<file path="src/rtl/regpush_pkg.sv">
package regpush_pkg;
  localparam int EXT_GPRS     = 15;
  localparam int FRAME_GPRS   = 12;
  localparam int EXT_BASE     = 1;
  localparam int FRAME_BASE   = 20;
  localparam int SLOT_STATUS  = EXT_GPRS;
  localparam int SLOT_CTX_PC  = EXT_GPRS + 1;
  localparam int SLOT_CTX_PSW = EXT_GPRS + 2;
  localparam int NUM_SLOTS    = EXT_GPRS + 3;
  localparam int SLOT_W       = $clog2(NUM_SLOTS);
  localparam int MASK_W       = EXT_GPRS + 2;

  typedef enum logic {SEQ_IDLE, SEQ_RUN} seq_state_e;
endpackage

</file>
<file path="src/rtl/regpush_mask_expand.sv">
module regpush_mask_expand
  import regpush_pkg::*;
(
  input  logic                 ext_mode,
  input  logic [MASK_W-1:0]    mask,
  output logic [NUM_SLOTS-1:0] slots
);
  // register slots: frame mode uses only the low FRAME_GPRS bits
  for (genvar g = 0; g < EXT_GPRS; g++) begin : g_gpr
    if (g < FRAME_GPRS) begin : g_shared
      assign slots[g] = mask[g];
    end else begin : g_ext_only
      assign slots[g] = ext_mode & mask[g];
    end
  end

  assign slots[SLOT_STATUS]  = ext_mode & mask[EXT_GPRS];
  assign slots[SLOT_CTX_PC]  = ext_mode & mask[EXT_GPRS+1];
  assign slots[SLOT_CTX_PSW] = ext_mode & mask[EXT_GPRS+1];
endmodule

</file>
<file path="src/rtl/regpush_slot_pick.sv">
module regpush_slot_pick #(
  parameter int N  = 18,
  parameter int IW = $clog2(N)
) (
  input  logic [N-1:0]  pend,
  output logic          any,
  output logic [IW-1:0] idx,
  output logic [N-1:0]  onehot
);
  // lowest pending slot wins
  always_comb begin
    any    = |pend;
    idx    = '0;
    onehot = '0;
    for (int i = N - 1; i >= 0; i--) begin
      if (pend[i]) idx = IW'(i);
    end
    if (any) onehot[idx] = 1'b1;
  end
endmodule

</file>
<file path="src/rtl/regpush_word_sel.sv">
module regpush_word_sel
  import regpush_pkg::*;
#(
  parameter int DATA_W = 32,
  parameter int RIDX_W = 5
) (
  input  logic [SLOT_W-1:0] slot,
  input  logic              ext_mode,
  input  logic [DATA_W-1:0] rf_rdata,
  input  logic [DATA_W-1:0] status_w,
  input  logic [DATA_W-1:0] ctx_pc,
  input  logic [DATA_W-1:0] ctx_psw,
  output logic [RIDX_W-1:0] rf_raddr,
  output logic [DATA_W-1:0] word
);
  always_comb begin
    rf_raddr = (ext_mode ? RIDX_W'(EXT_BASE) : RIDX_W'(FRAME_BASE)) + RIDX_W'(slot);
    if (slot == SLOT_W'(SLOT_STATUS))       word = status_w;
    else if (slot == SLOT_W'(SLOT_CTX_PC))  word = ctx_pc;
    else if (slot == SLOT_W'(SLOT_CTX_PSW)) word = ctx_psw;
    else                                    word = rf_rdata;
  end
endmodule

</file>
<file path="src/rtl/regpush_seq.sv">
module regpush_seq
  import regpush_pkg::*;
#(
  parameter int DATA_W = 32,
  parameter int RIDX_W = 5,
  parameter int IMM_W  = 5
) (
  input  logic              clk,
  input  logic              rst,
  input  logic              start,
  input  logic              ext_mode,
  input  logic [MASK_W-1:0] sel_mask,
  input  logic [IMM_W-1:0]  frame_imm,
  input  logic [DATA_W-1:0] sp_in,
  input  logic [DATA_W-1:0] status_word,
  input  logic              np_bit,
  input  logic              ep_bit,
  input  logic [DATA_W-1:0] eipc,
  input  logic [DATA_W-1:0] eipsw,
  input  logic [DATA_W-1:0] fepc,
  input  logic [DATA_W-1:0] fepsw,
  output logic [RIDX_W-1:0] rf_raddr,
  input  logic [DATA_W-1:0] rf_rdata,
  output logic              mem_we,
  output logic [DATA_W-1:0] mem_addr,
  output logic [DATA_W-1:0] mem_wdata,
  output logic              busy,
  output logic              done,
  output logic [DATA_W-1:0] sp_out
);
  localparam int WORD_B = DATA_W / 8;
  localparam int ALIGN  = $clog2(WORD_B);

  seq_state_e           state_q;
  logic [NUM_SLOTS-1:0] pend_q, start_slots, pick_oh;
  logic                 pick_any;
  logic [SLOT_W-1:0]    pick_idx;
  logic                 ext_q;
  logic [IMM_W-1:0]     imm_q;
  logic [DATA_W-1:0]    sp_q, status_q, ctx_pc_q, ctx_psw_q;
  logic [DATA_W-1:0]    sp_dec, st_addr, frame_adj, word;
  logic                 fatal_ctx;

  regpush_mask_expand u_expand (
    .ext_mode (ext_mode),
    .mask     (sel_mask),
    .slots    (start_slots)
  );

  regpush_slot_pick #(.N(NUM_SLOTS), .IW(SLOT_W)) u_pick (
    .pend   (pend_q),
    .any    (pick_any),
    .idx    (pick_idx),
    .onehot (pick_oh)
  );

  regpush_word_sel #(.DATA_W(DATA_W), .RIDX_W(RIDX_W)) u_sel (
    .slot     (pick_idx),
    .ext_mode (ext_q),
    .rf_rdata (rf_rdata),
    .status_w (status_q),
    .ctx_pc   (ctx_pc_q),
    .ctx_psw  (ctx_psw_q),
    .rf_raddr (rf_raddr),
    .word     (word)
  );

  assign fatal_ctx = np_bit & ~ep_bit;
  assign sp_dec    = sp_q - DATA_W'(WORD_B);
  assign st_addr   = sp_dec & ~DATA_W'(WORD_B - 1);
  assign frame_adj = ext_q ? '0 : (DATA_W'(imm_q) << ALIGN);
  assign sp_out    = sp_q;

  always_ff @(posedge clk) begin
    if (rst) begin
      state_q   <= SEQ_IDLE;
      pend_q    <= '0;
      ext_q     <= 1'b0;
      imm_q     <= '0;
      sp_q      <= '0;
      status_q  <= '0;
      ctx_pc_q  <= '0;
      ctx_psw_q <= '0;
      busy      <= 1'b0;
      done      <= 1'b0;
      mem_we    <= 1'b0;
      mem_addr  <= '0;
      mem_wdata <= '0;
    end else begin
      done   <= 1'b0;
      mem_we <= 1'b0;
      unique case (state_q)
        SEQ_IDLE: begin
          if (start) begin
            pend_q    <= start_slots;
            ext_q     <= ext_mode;
            imm_q     <= frame_imm;
            sp_q      <= sp_in;
            status_q  <= status_word;
            ctx_pc_q  <= fatal_ctx ? fepc  : eipc;
            ctx_psw_q <= fatal_ctx ? fepsw : eipsw;
            busy      <= 1'b1;
            state_q   <= SEQ_RUN;
          end
        end
        SEQ_RUN: begin
          if (pick_any) begin
            pend_q    <= pend_q & ~pick_oh;
            sp_q      <= sp_dec;
            mem_we    <= 1'b1;
            mem_addr  <= st_addr;
            mem_wdata <= word;
          end else begin
            sp_q    <= sp_q - frame_adj;
            done    <= 1'b1;
            busy    <= 1'b0;
            state_q <= SEQ_IDLE;
          end
        end
        default: state_q <= SEQ_IDLE;
      endcase
    end
  end
endmodule

</file>
<file path="config.mk">
export PLATFORM = sky130hd
export DESIGN_NAME = regpush_seq
export DESIGN_NICKNAME = d
export VERILOG_FILES = /design/src/rtl/regpush_pkg.sv /design/src/rtl/regpush_mask_expand.sv /design/src/rtl/regpush_slot_pick.sv /design/src/rtl/regpush_word_sel.sv /design/src/rtl/regpush_seq.sv
export SDC_FILE = /design/constraint.sdc
export NUM_CORES = 1
export LEC_CHECK = 0
export BUFFER_PORTS_ARGS = -buffer_cell sky130_fd_sc_hd__clkbuf_2
export CORE_MARGIN = 2
export CORE_UTILIZATION = 46
export DETAILED_ROUTE_END_ITERATION = 10
export PLACE_DENSITY = 0.77
export SYNTH_ARGS = -nofsm -noshare
export SYNTH_HDL_FRONTEND = slang
export SYNTH_SLANG_ARGS = --single-unit
</file>
<file path="constraint.sdc">
create_clock -name clk -period 2.6 [get_ports clk]
set_input_delay 0.52 -clock clk [delete_from_list [all_inputs] [get_ports clk]]
set_output_delay 0.52 -clock clk [all_outputs]
set_load 0.02 [all_outputs]
</file>
### After elaboration in Yosys (flattened, before gate mapping)

Index checks and enable logic that the tools add are counted.

| storage, ports and cells | value |
|---|---|
| output and inout port bits | 104 |
| word-level logic and storage cells | 82 |
| bits in registers | 218 |

| cells by class | value |
|---|---|
| equal/unequal tests | 6 |
| reduce and logical (&&, ||, !) cells | 7 |
| bitwise gates (word level) | 10 |
| muxes and demuxes | 41 |
| magnitude comparators | 2 |
| $add $sub $neg | 3 |

Operator list:

| operator | number |
|---|---|
| $mux W32 | 7 |
| $mux W5 | 19 |
| $pmux W32 S2 | 1 |
| $mux W18 | 3 |
| $pmux W18 S2 | 1 |
| $sub A32 B3 Y32 const B | 1 |
| $sub A32 B7 Y32 | 1 |
| $and A18 B18 Y18 | 1 |
| $not A18 Y18 | 1 |
| $reduce_or A18 Y1 | 1 |
| $eq A5 B5 Y1 const B | 2 |
| $reduce_and A2 Y1 | 4 |
| $mux W7 | 1 |
| $and A1 B1 Y1 | 6 |
| $lt A5 B6 Y1 const B | 1 |
| $mux W1 | 6 |
| $add A5 B5 Y5 | 1 |
| $demux W1 S5 | 1 |
| $eq A5 B4 Y1 const B | 1 |
| $ge A5 B1 Y1 const B | 1 |
| $ne A2 B2 Y1 const B | 2 |
| $pmux W1 S2 | 2 |
| $ne A2 B1 Y1 const B | 1 |
| $not A1 Y1 | 2 |
| other kinds (2) | 2 |

### Depth between registers and ports, before layout

Gate-level depths: netlist of the first run.

| depth | value |
|---|---|
| depth after elaboration | 27 |
| depth in mapped cells | 12 |
| depth with buffers taken out | 11 |

### By module

Synthesis of the first run repeated with hierarchy kept, for this count alone.

| unflattened totals | value |
|---|---|
| cell total of the unflattened synthesis | 1509 |
| area, all modules | 12045.3 µm² |

By module, submodules not included:

| module | instances | area each (µm²) | cells each |
|---|---|---|---|
| regpush_seq | 1 | 9957.0 | 1213 |
| regpush_word_sel | 1 | 1594.0 | 211 |
| regpush_slot_pick | 1 | 365.4 | 67 |
| regpush_mask_expand | 1 | 128.9 | 18 |

### Least setup slack after synthesis of the first run

OpenSTA, ideal clock, no wires.

| path | value |
|---|---|
| path kind | register to output |
| start | register pend_q[2] |
| end | output port rf_raddr[4] |
| path slack | -358 ps |
| required time | 2080 ps |
| stages on the path, launching flop included | 13 |
| buffers on the path | 2 |
| data arrival time | 2438 ps |
| cell sequence | dfxtp_1 -> clkbuf_1 -> nor3_1 -> o21ai_0 -> o211ai_1 -> o21ai_0 -> inv_1 -> clkbuf_1 -> ha_1 -> ha_1 -> a21oi_1 -> o21ai_0 -> xnor2_1 |

| between the ends | value |
|---|---|
| cells in the longest elaborated chain, start to end | 4 |

RTL lines:

| element | RTL line | RTL |
|---|---|---|
| from (decl) | regpush_seq.sv:35 | `logic [NUM_SLOTS-1:0] pend_q, start_slots, pick_oh;` |
| from (signal assigned) | regpush_seq.sv:95 | `pend_q <= start_slots;` |
| from (signal assigned) | regpush_seq.sv:108 | `pend_q <= pend_q & ~pick_oh;` |
| $mux W5 (3 in a row) | regpush_slot_pick.sv:16 | `if (pend[i]) idx = IW'(i);` |
| $add A5 B5 Y5 | regpush_word_sel.sv:17 | `rf_raddr = (ext_mode ? RIDX_W'(EXT_BASE) : RIDX_W'(FRAME_BASE)) + RIDX_W'(slot);` |
| to (decl) | regpush_seq.sv:22 | `output logic [RIDX_W-1:0] rf_raddr,` |

Every way passes these cells.

### Final worst setup path of the first run

| path | value |
|---|---|
| start | register pend_q[12] |
| end | output port rf_raddr[4] |

| between the ends | value |
|---|---|
| cells in the longest elaborated chain, start to end | 14 |

RTL lines:

| element | RTL line |
|---|---|
| $mux W5 (13 in a row) | regpush_slot_pick.sv:16 |
| $add A5 B5 Y5 | regpush_word_sel.sv:17 |

Every way passes these cells.

==> out/results.ini, run 1 <==
[clock_network]
clkSinkCount=218
path_clk_slew_ns=0.06
tritoncts=done
holdBufCountCts=0
numCtsBuffers=24
cts.path.max_buffers=3
clock_latency_ns=0.52
cts_root_buf=clkbuf_16
cts_max_level=1

[min_path]
holdPathStages=3
holdCritStartpoint=status_word[4]
hold_class=input pin to flip-flop

[critical_path]
crit_path_max_incr_delay_ns=0.56
r2r-start=pend_q[7]
slowest_stage=or4_4
worstPathCellList=or4_4, buf_4, nor4b_4, buf_4, o21ai_2, o21ai_2, xnor2_2, clkbuf_8
r2r_end=mem_wdata[11]
r2r_setup_slack_ns=-0.32
cp_max_fo=4
timing.critical_path.to=rf_raddr[4]
worst_ep_required_time_ns=2.08
criticalPathCategory=flip-flop to output pin
end_kind=output pin
reg2regPathDepth=19
crit_path_start_kind=flip-flop
startpoint=pend_q[12]
worstPathArrival_ns=2.49

[grt]
grt_max_degree=102
grt_use_total_pct=28.20
grt_pass1_wl_mm=56.29
grt_pass1_vias=10890
antenna_found_initial=0
grt_overflow=0

[floorplan]
die_area_sq_um=25040
core_sq_um=23400
die_width_um=158.2
io_pins=356
start_util_pct=46.75
fp.dieH_um=158.2
core.rowCount=56

[placement]
portBuffers=353
routabilityCongestion=0.9278
post-place-ws_ns=-0.07300
dp_hpwl_mm=26.09

[timing]
fin_skew_ns=0.01045
maxSlewHeadroom_pct=64.82
fin_crit_ns=3.006
finalCritPeriodShare_pct=115.6
setup_ws_ns=-0.4056
drv_slew=0
fmax_mhz=332.7
holdWs_ns=0.2125
setup_viol=42
finalHoldViolCount=0
rsz0062_at_grt=true
tightest_slew_ns=0.5229

[synthesis]
synth_seq_cells=218
synthCells=1392
async_flop_share_pct=0
yosys_warnings=0
synthesis.area_sq_um=10940
ys.flop_type=dfxtp_1
synth.avg_cell_area_sq_um=7.860
yosysSeqAreaShare_pct=39.89
synth_cell_type_count=57
synth_edf_count=0

[finish]
diodes=0
layout_commonest_cell=clkbuf_2
final_cell_mix=clkbuf_2, nor2_1, dfxtp_1, nand2_1, a211oi_1
area_growth_syn_to_layout_pct=37.47
drive_gt1_share_pct=32.98
fill_cells=1996
nets=2034

[detailed_routing]
avgViaCountPerCell=5.624
drt_wl_total_mm=38.47
wl_per_cell_um=18.25
first_iter_violations=765
drtPass1Iterations=5
ant_nets=0
drc=0
vias=11860

[power_and_ir_drop]
p_per_area_nw_per_um2=720.2
vdd_drop_max_mv=0.4270
p_leak_nw=6.772
power_mw=10.83

[outcome]
outcome=finished with violations
violations=setup timing

[run]
drv_cap=0

==> power breakdown <==
group / internal (mW) / switching (mW)
Clock: 2.20 / 1.42
Sequential: 3.67 / 0.236
Combinational: 1.42 / 1.89
Total: 7.29 / 3.55
==> layout make-up <==
cell class / count / area (sq um) / area share [%]
Sequential cell: 218 / 4388 / 29.17
Clock buffer: 34 / 708.2 / 4.708
Timing Repair Buffer: 470 / 2960 / 19.68
Tap cell: 319 / 399.1 / 2.653
Multi-Input combinational cell: 1045 / 6395 / 42.51
Clock inverter: 9 / 142.6 / 0.9483
Inverter: 13 / 48.80 / 0.3244
==> flip-flops by register name, summed over array words and instances, names as in the netlist, 5 cells and up <==
register / flops
ctx_pc_q: 32
ctx_psw_q: 32
imm_q: 5
mem_addr: 30
mem_wdata: 32
pend_q: 18
sp_out: 32
status_q: 32
==> cell usage after synthesis (all sizes together) (3+ instances only) <==
cell / count / share of area, %
a211oi: 111 / 7.6
a311oi: 11 / 0.88
a21o: 3 / 0.21
nand3: 14 / 0.64
nor2: 334 / 11
a32oi: 5 / 0.40
a221oi: 6 / 0.48
a21oi: 108 / 4.9
o221ai: 33 / 2.6
nor3: 17 / 0.82
or3: 20 / 1.1
ha: 9 / 1.0
or2: 3 / 0.17
clkbuf: 100 / 3.4
nor4: 14 / 0.97
xor2: 11 / 0.88
nor2b: 22 / 1.3
mux2i: 76 / 7.0
a22oi: 10 / 0.69
xnor2: 26 / 2.1
o21ai: 28 / 1.3
o211ai: 8 / 0.55
dfxtp: 218 / 40
a31oi: 8 / 0.46
inv: 13 / 0.45
nand3b: 7 / 0.48
nand2b: 10 / 0.57
nand2: 118 / 4.0
or4: 8 / 0.69
o311ai: 3 / 0.24
buf: 17 / 0.83
==> stage by stage <==
step | setup TNS (ns) | utilization [%] | cell area (sq um) | instances
floorplan | -0.004952 | - | 10990 | 1393
global placement | -0.06929 | 57.76 | 13520 | 2034
detailed placement | -0.08380 | 57.76 | 13520 | 2034
CTS | -8.387 | 62.43 | 14610 | 2094
global route | -15.47 | 64.28 | 15040 | 2108
finish | -10.47 | 64.28 | 15040 | 2108
==> layer usage <==
metal	part of all wire, %	global-route usage, %	vias to the layer above
met4	3.5	11.24	0
met1	40	35.40	5463
li1	-	-	5686
met3	8.0	4.900	105
met5	0	0	-
met2	48	48.05	601
==> repair_timing <==
item,in CTS,in global routing
pin swaps,11,8
setup endpoints to repair,6,66
hold endpoints to repair,0,0
buffers inserted,17,7
cloned,0,7
resized for setup,28,65
==> cell families (layout without fill, tap and decap cells) <==
group                    count (synthesis)  after routing  synth area share, %
XOR/XNOR                                37             37                2.962
buffers and inverters                  130            526                4.711
AND/OR/NAND/NOR                        574            574                22.87
other                                    1              2              0.03427
AO/OA/AOI/OAI                          344            344                21.13
multiplexers                            78             78                7.193
flip-flops                             218            218                39.89
adder cells (fa/ha/maj)                 10             10                1.212
==> worst max-delay path: cells and delay by family (launching register included) <==
family	cells	cell delay [ns]
xor+xnor	1	0.13
flops	1	0.36
compound gates	2	0.15
buf+inv	3	0.51
simple gates	2	0.80
==> worst min-delay path by stage <==
stage,to,slack (ns)
2_1_floorplan,imm_q[0],0.43
3_3_place_gp,status_q[11],0.44
3_5_place_dp,status_q[31],0.45
4_1_cts,status_q[4],0.19
5_1_grt,status_q[31],0.20
6_report,status_q[4],0.21
Note: power is estimated with default switching activity, not from simulation.
==> inputs of run 2 (changes only) <==
--- a/config.mk
+++ b/config.mk
@@ -7,9 +7,10 @@
 export LEC_CHECK = 0
 export BUFFER_PORTS_ARGS = -buffer_cell sky130_fd_sc_hd__clkbuf_2
 export CORE_MARGIN = 2
-export CORE_UTILIZATION = 46
+export CORE_UTILIZATION = 48
 export DETAILED_ROUTE_END_ITERATION = 10
-export PLACE_DENSITY = 0.77
+export PLACE_DENSITY = 0.79
 export SYNTH_ARGS = -nofsm -noshare
 export SYNTH_HDL_FRONTEND = slang
+export SYNTH_HIERARCHICAL = 1
 export SYNTH_SLANG_ARGS = --single-unit
==> run 2 against run 1 <==
The flow still finishes with violations (setup timing). First-iteration DRC count up 41%. Largest cell class unchanged. Critical path type unchanged. Die area increased by 5.4%. Core utilization grew 2.6 points. Clock-buffer cell count rose by 1. Largest power group unchanged. Global-route usage is 1.1 points higher. Critical path depth up 1. Sequential power barely moved. Routed wire length rose by 7.8%. Non-clock buffer count down 9.
==> out/results.ini, run 2 <==
[grt]
grt_pass1_wl_mm=62.12  ; +10%
met3_usage_pct=3.922  ; -0.98 points
grt_use_total_pct=29.28  ; +1.1 points
grt_max_degree=77  ; -25%
gr-usage-met1_pct=35.48  ; +0.076 points
grt.busiest_layer=met2
grt_pass1_vias=12000  ; +10%
antenna_found_initial=3  ; +3
grt_util_met2_pct=51.20  ; +3.1 points
grt_overflow=0  ; unchanged

[floorplan]
io_pins=356  ; unchanged
die_width_um=162.4  ; +2.6%
start_util_pct=49.24  ; +2.5 points
core.rowCount=57  ; +1.8%
core_sq_um=24460  ; +4.5%
fp.dieH_um=162.4  ; +2.6%
die_area_sq_um=26380  ; +5.4%

[synthesis]
yosysSeqAreaShare_pct=36.23  ; -3.7 points
synth.largest_area_cell=dfxtp_1
synth_top_area_share_pct=36.23  ; -3.7 points
ys.flop_type=dfxtp_1
synth_seq_cells=218  ; unchanged
synthesis.area_sq_um=12050  ; +10%
post-synth-top-count-cell=nand2_1
synth_cell_type_count=68  ; +19%
synth_area_leaders=dfxtp_1, mux2i_1, nand2_1
synth_edf_count=0  ; unchanged
synth.avg_cell_area_sq_um=7.982  ; +1.6%
synthCells=1509  ; +8.4%
synth_common_cells=nand2_1, dfxtp_1, nor2_1
async_flop_share_pct=0  ; unchanged
yosys_warnings=6  ; +6

[detailed_routing]
wl_per_cell_um=18.95  ; +3.8%
ant_nets=0  ; unchanged
first_iter_violations=1077  ; +41%
avgViaCountPerCell=5.783  ; +2.8%
drc=0  ; unchanged
drtPass1Iterations=8  ; +3
vias=12660  ; +6.8%
drt_wl_total_mm=41.48  ; +7.8%

[critical_path]
reg2regPathDepth=15  ; -4
r2r_setup_slack_ns=-0.20  ; +0.12 ns
end_kind=output pin
startpoint=pend_q[7]
r2r-start=pend_q[7]
worstPathArrival_ns=2.47  ; -0.02 ns
crit_path_start_kind=flip-flop
criticalPathCategory=flip-flop to output pin
timing.critical_path.to=rf_raddr[4]
r2r_end=mem_wdata[17]
worst_ep_required_time_ns=2.08  ; about the same
cp_max_fo=3  ; -1

[clock_network]
clock_latency_ns=0.53  ; about the same
holdBufCountCts=0  ; unchanged
numCtsBuffers=25  ; +4.2%
tritoncts=done
clkSinkCount=218  ; unchanged
cts_max_level=1  ; unchanged
path_clk_slew_ns=0.06  ; about the same
cts.path.max_buffers=3  ; unchanged
cts_root_buf=clkbuf_16

[timing]
drv_slew=0  ; unchanged
fin_crit_ns=2.990  ; -0.01564 ns
setup_viol=57  ; +36%
fmax_mhz=334.5  ; +0.52%
rsz0062_at_grt=true
finalHoldViolCount=0  ; unchanged
setup_ws_ns=-0.3900  ; +0.01564 ns
holdWs_ns=0.2063  ; -0.006161 ns
fin_skew_ns=0.01006  ; -0.0003964 ns
tightest_slew_ns=0.6818  ; +0.1589 ns
maxSlewHeadroom_pct=54.50  ; -10 points
finalCritPeriodShare_pct=115.0  ; -0.60 points

[finish]
drive_gt1_share_pct=36.36  ; +3.4 points
layout_commonest_cell=clkbuf_2
nets=2109  ; +3.7%
final_cell_mix=clkbuf_2, nand2_1, dfxtp_1, nor2_1, a21oi_1
seqCellArea_sq_um=4383  ; -0.11%
final_cells=2189  ; +3.8%
fill_cells=1970  ; -1.3%
area_growth_syn_to_layout_pct=35.76
multi_input_area_sq_um=7725  ; +21%

[placement]
dp.cells=2117  ; +4.1%
portBuffers=353  ; unchanged
routabilityCongestion=0.9108  ; -1.8%
post-place-ws_ns=-0.06088  ; +0.01212 ns
dp_hpwl_mm=28.51  ; +9.3%

[min_path]
hold_class=input pin to flip-flop

[outcome]
outcome=finished with violations
violations=setup timing

[run]
drv_cap=0  ; unchanged

[power_and_ir_drop]
p_per_area_nw_per_um2=665.9  ; -7.5%
vdd_drop_max_mv=0.4148  ; -2.9%
p_leak_nw=6.927  ; +2.3%

run 2: through the flow:
step	area [sq um]	utilization (%)	TNS (ns)	total power [mW]
2_1_floorplan	12050	-	0	5.859
3_5_place_dp	14340	58.61	-0.2104	7.002
6_report	16350	66.85	-4.300	10.89
5_1_grt	16350	66.85	-10.60	11.34
4_1_cts	15340	62.71	-1.071	10.51
3_3_place_gp	14340	58.61	0	6.937
run 2: worst max-delay path: stages (launching register included):
cell	delay [ns]
dfxtp_4	0.35
buf_6	0.11
nor4_4	0.35
buf_4	0.19
a21oi_4	0.07
ha_4	0.29
a21oi_2	0.05
nor2b_1	0.15
xnor2_1	0.18
buf_4	0.19
run 2: cell type report:
class,count,area share (%)
multi-input combinational,1125,47.24
timing repair buffer,461,18.15
antenna,3,0.04591
tap,324,2.479
inverter,16,0.3979
sequential,218,26.80
clock inverter,7,0.4055
clock buffer,35,4.484
run 2: logic make-up (layout without fill, tap and decap cells):
kind of cell    after synthesis  count (layout)  synth area share [%]
compound gates              327             327                 18.88
xor+xnor                     39              39                 2.836
fa+ha+maj                    10              10                 1.101
buf+inv                     167             519                 6.336
flops                       218             218                 36.23
mux                         116             116                 9.733
other cells                   1               5               0.03113
simple gates                631             631                 24.85
run 2: what timing repair did:
item	in CTS	in global routing
gates cloned	1	2
setup buffers	6	18
gates resized for setup	30	173
pin swaps	9	87
setup endpoints to repair	12	53
run 2: routing by layer:
layer / wire (um) / share of wire [%]
met1: 15830 / 38
met2: 20460 / 49
met3: 3142 / 7.6
met4: 2042 / 4.9
met5: 0 / 0
run 2: worst min-delay path by stage:
stage / cells past startpoint / end / startpoint / slack, ns
2_1_floorplan: 2 / status_q[10] / status_q[10] / 0.43
3_3_place_gp: 2 / status_q[26] / status_q[26] / 0.44
3_5_place_dp: 2 / status_q[10] / status_q[10] / 0.45
4_1_cts: 3 / status_q[16] / status_word[16] / 0.19
5_1_grt: 3 / status_q[27] / status_word[27] / 0.21
6_report: 3 / status_q[16] / status_word[16] / 0.21
run 2: report_power, final:
part	total (mW)	internal, mW	leakage (nW)	switching (mW)
Combinational	3.53	1.44	4.73	2.09
Sequential	3.90	3.64	1.80	0.259
Clock	3.46	2.05	0.396	1.41
==> inputs of run 3 (changes only) <==
--- a/config.mk
+++ b/config.mk
@@ -5,11 +5,13 @@
 export SDC_FILE = /design/constraint.sdc
 export NUM_CORES = 1
 export LEC_CHECK = 0
+export ABC_AREA = 1
 export BUFFER_PORTS_ARGS = -buffer_cell sky130_fd_sc_hd__clkbuf_2
 export CORE_MARGIN = 2
 export CORE_UTILIZATION = 48
 export DETAILED_ROUTE_END_ITERATION = 10
 export PLACE_DENSITY = 0.79
+export SLEW_MARGIN = 20
 export SYNTH_ARGS = -nofsm -noshare
 export SYNTH_HDL_FRONTEND = slang
 export SYNTH_HIERARCHICAL = 1
==> run 3 against run 2 <==
The flow still finishes with violations (setup timing). Die area is 3.6% higher. Power hardly changed. Routed wire length is 8.3% higher. Area after synthesis is 3.7% higher.
==> out/results.ini, run 3 <==
[grt]
grt_pass1_vias=12970  ; +8.1%
grt_use_total_pct=31.55  ; +2.3 points
grt_pass1_wl_mm=67.42  ; +8.5%
grt_overflow=0  ; unchanged
grt_max_degree=93  ; +21%
antenna_found_initial=8  ; +5

[synthesis]
synth_cell_type_count=38  ; -44%
synth_seq_cells=218  ; unchanged
synth_edf_count=0  ; unchanged
post-synth-top-count-cell=nand2_1
synth_common_cells=nand2_1, nor2_1, dfxtp_1
synth.avg_cell_area_sq_um=6.278  ; -21%
yosysSeqAreaShare_pct=34.93  ; -1.3 points
synth_area_leaders=dfxtp_1, nand2_1, nor2_1
synth.largest_area_cell=dfxtp_1
synth_top_area_share_pct=34.93  ; -1.3 points
synthesis.area_sq_um=12490  ; +3.7%
yosys_warnings=6  ; unchanged
async_flop_share_pct=0  ; unchanged
synthCells=1990  ; +32%
ys.flop_type=dfxtp_1

[detailed_routing]
drc=0  ; unchanged
first_iter_violations=1427  ; +32%
drtPass1Iterations=6  ; -2
vias=14280  ; +13%
avgViaCountPerCell=5.333  ; -7.8%
wl_per_cell_um=16.77  ; -12%
drt_wl_total_mm=44.91  ; +8.3%
ant_nets=0  ; unchanged

[outcome]
outcome=finished with violations
violations=setup timing

[min_path]
hold_path_end=status_q[13]
holdCritStartpoint=status_word[13]
hold_class=input pin to flip-flop
holdPathStages=3  ; unchanged

[timing]
setup_ws_ns=-0.5413  ; -0.1514 ns
finalSetupTns_ns=-4.143  ; +0.1572 ns
maxSlewHeadroom_pct=47.14  ; -7.4 points
fmax_mhz=318.3  ; -4.8%
fin_crit_ns=3.141  ; +0.1514 ns
rsz0062_at_grt=true
drv_slew=0  ; unchanged
tightest_slew_ns=0.7929  ; +0.1111 ns
holdWs_ns=0.1979  ; -0.008412 ns
finalCritPeriodShare_pct=120.8  ; +5.8 points
setup_viol=34  ; -40%
fin_skew_ns=0.01333  ; +0.003268 ns
finalHoldViolCount=0  ; unchanged

[placement]
post-place-ws_ns=-0.1362  ; -0.07527 ns
dp_hpwl_mm=31.93  ; +12%
dp.cells=2606  ; +23%
portBuffers=353  ; unchanged
routabilityCongestion=0.9422  ; +3.4%

[critical_path]
end_kind=output pin
worstPathArrival_ns=2.62  ; +0.15 ns
reg2regPathDepth=21  ; +6
r2r_setup_slack_ns=-0.12  ; +0.08 ns
crit_path_start_kind=flip-flop
criticalPathCategory=flip-flop to output pin
r2r_end=mem_wdata[21]
r2r-start=pend_q[15]
cp_max_fo=2  ; -1
worst_ep_required_time_ns=2.08  ; about the same

[clock_network]
cts_max_level=1  ; unchanged
tritoncts=done
holdBufCountCts=0  ; unchanged
clock_latency_ns=0.54  ; about the same
path_clk_slew_ns=0.07  ; about the same
numCtsBuffers=26  ; +4.0%
cts_root_buf=clkbuf_16
clkSinkCount=218  ; unchanged
cts.path.max_buffers=3  ; unchanged

[floorplan]
io_pins=356  ; unchanged
fp.dieH_um=165.3  ; +1.8%
die_width_um=165.3  ; +1.8%
die_area_sq_um=27330  ; +3.6%
start_util_pct=48.35  ; -0.89 points
core.rowCount=59  ; +3.5%
core_sq_um=25840  ; +5.6%

[run]
drv_cap=0  ; unchanged

[finish]
final_cells=2678  ; +22%
nets=2583  ; +22%
final_cell_mix=nand2_1, clkbuf_2, nor2_1, dfxtp_1, inv_1
drive_gt1_share_pct=25.22  ; -11 points
area_growth_syn_to_layout_pct=30.86
layout_commonest_cell=nand2_1

[power_and_ir_drop]
power_mw=10.89  ; about the same
intPower_mw=7.253  ; +1.7%
vdd_drop_max_mv=0.4869  ; +17%
p_per_area_nw_per_um2=665.9  ; about the same
p_leak_nw=8.476  ; +22%
swShare_pct=33.38  ; -1.2 points
clockPowerShare_pct=37.1  ; +5.4 points
p_switching_mw=3.634  ; -3.4%
pwr-share-seq_pct=35.6  ; -0.2 points
pwr-share-comb_pct=27.3  ; -5.2 points

==> run 3: what timing repair did <==
item	in CTS	in global routing
setup endpoints to repair	7	79
gates cloned	4	7
gates resized for setup	62	50
buffers inserted	8	5
pin swaps	46	31
==> run 3: layout make-up <==
| class | instances | area, sq um |
|---|---|---|
| fill | 2439 | 9489 |
| clock inverter | 10 | 211.5 |
| antenna | 4 | 10.01 |
| multi-input combinational | 1423 | 6919 |
| clock buffer | 36 | 738.2 |
| timing repair buffer | 433 | 2853 |
| tap | 335 | 419.2 |
| inverter | 219 | 829.5 |
| sequential | 218 | 4368 |
==> run 3: worst max-delay path by stage <==
| stage | to | slack (ns) | cells past startpoint | start |
|---|---|---|---|---|
| 2_1_floorplan | rf_raddr[4] | 0.007 | 24 | pend_q[16] |
| 3_3_place_gp | rf_raddr[4] | -0.16 | 25 | pend_q[16] |
| 3_5_place_dp | rf_raddr[4] | -0.14 | 25 | pend_q[16] |
| 4_1_cts | rf_raddr[4] | -0.56 | 25 | pend_q[16] |
| 5_1_grt | rf_raddr[3] | -0.72 | 15 | pend_q[15] |
| 6_report | rf_raddr[4] | -0.54 | 25 | pend_q[16] |
==> run 3: power groups by stage <==
| stage | Combinational, mW | Sequential, mW | Clock (mW) |
|---|---|---|---|
| 2_1_floorplan | 1.67 | 4.02 | 0 |
| 3_3_place_gp | 2.69 | 3.93 | 0 |
| 3_5_place_dp | 2.72 | 3.93 | 0 |
| 4_1_cts | 2.85 | 3.87 | 4.08 |
| 5_1_grt | 3.28 | 3.90 | 4.21 |
| 6_report | 2.97 | 3.88 | 4.04 |
==> run 3: cells by family after synthesis <==
logic type | Yosys count | share of synthesized area, %
AO/OA/AOI/OAI | 287 | 13.05
XOR/XNOR | 21 | 1.472
adder cells (fa/ha/maj) | 10 | 1.062
buffers and inverters | 350 | 11.64
flip-flops | 218 | 34.93
other | 1 | 0.03002
AND/OR/NAND/NOR | 1103 | 37.82
==> run 3: stage by stage <==
stage	util, %	area [sq um]
final	63.27	16350
after global routing	63.26	16350
after CTS	61.84	15980
after detailed placement	56.95	14720
after global placement	56.95	14720
after floorplan	-	12510
==> run 3: layer usage <==
layer  vias to the layer above  track usage, %  share of wire [%]
li1                       6998               -                  -
met1                      6483           37.97                 40
met2                       642           52.84                 46
met3                       153           6.693                7.7
met4                         6           16.85                5.7
met5                         -               0              0.080
==> run 3: critical path, cell delays in order, from the launching register on <==
cell	delay, ns
dfxtp_2	0.32
inv_2	0.04
nand2_1	0.04
nand2_1	0.05
nand2_1	0.04
nand2_1	0.06
nand2_1	0.04
nand2_1	0.05
nand2_1	0.04
nand2_1	0.05
nand2_1	0.05
nand2_1	0.05
nand2_1	0.05
nand2_1	0.05
nand2_1	0.04
nand2_1	0.06
nand2_2	0.08
nand2_4	0.07
nand2_4	0.05
inv_4	0.06
ha_4	0.14
ha_4	0.13
nand2_2	0.05
a21oi_2	0.16
xor2_2	0.15
clkbuf_8	0.16
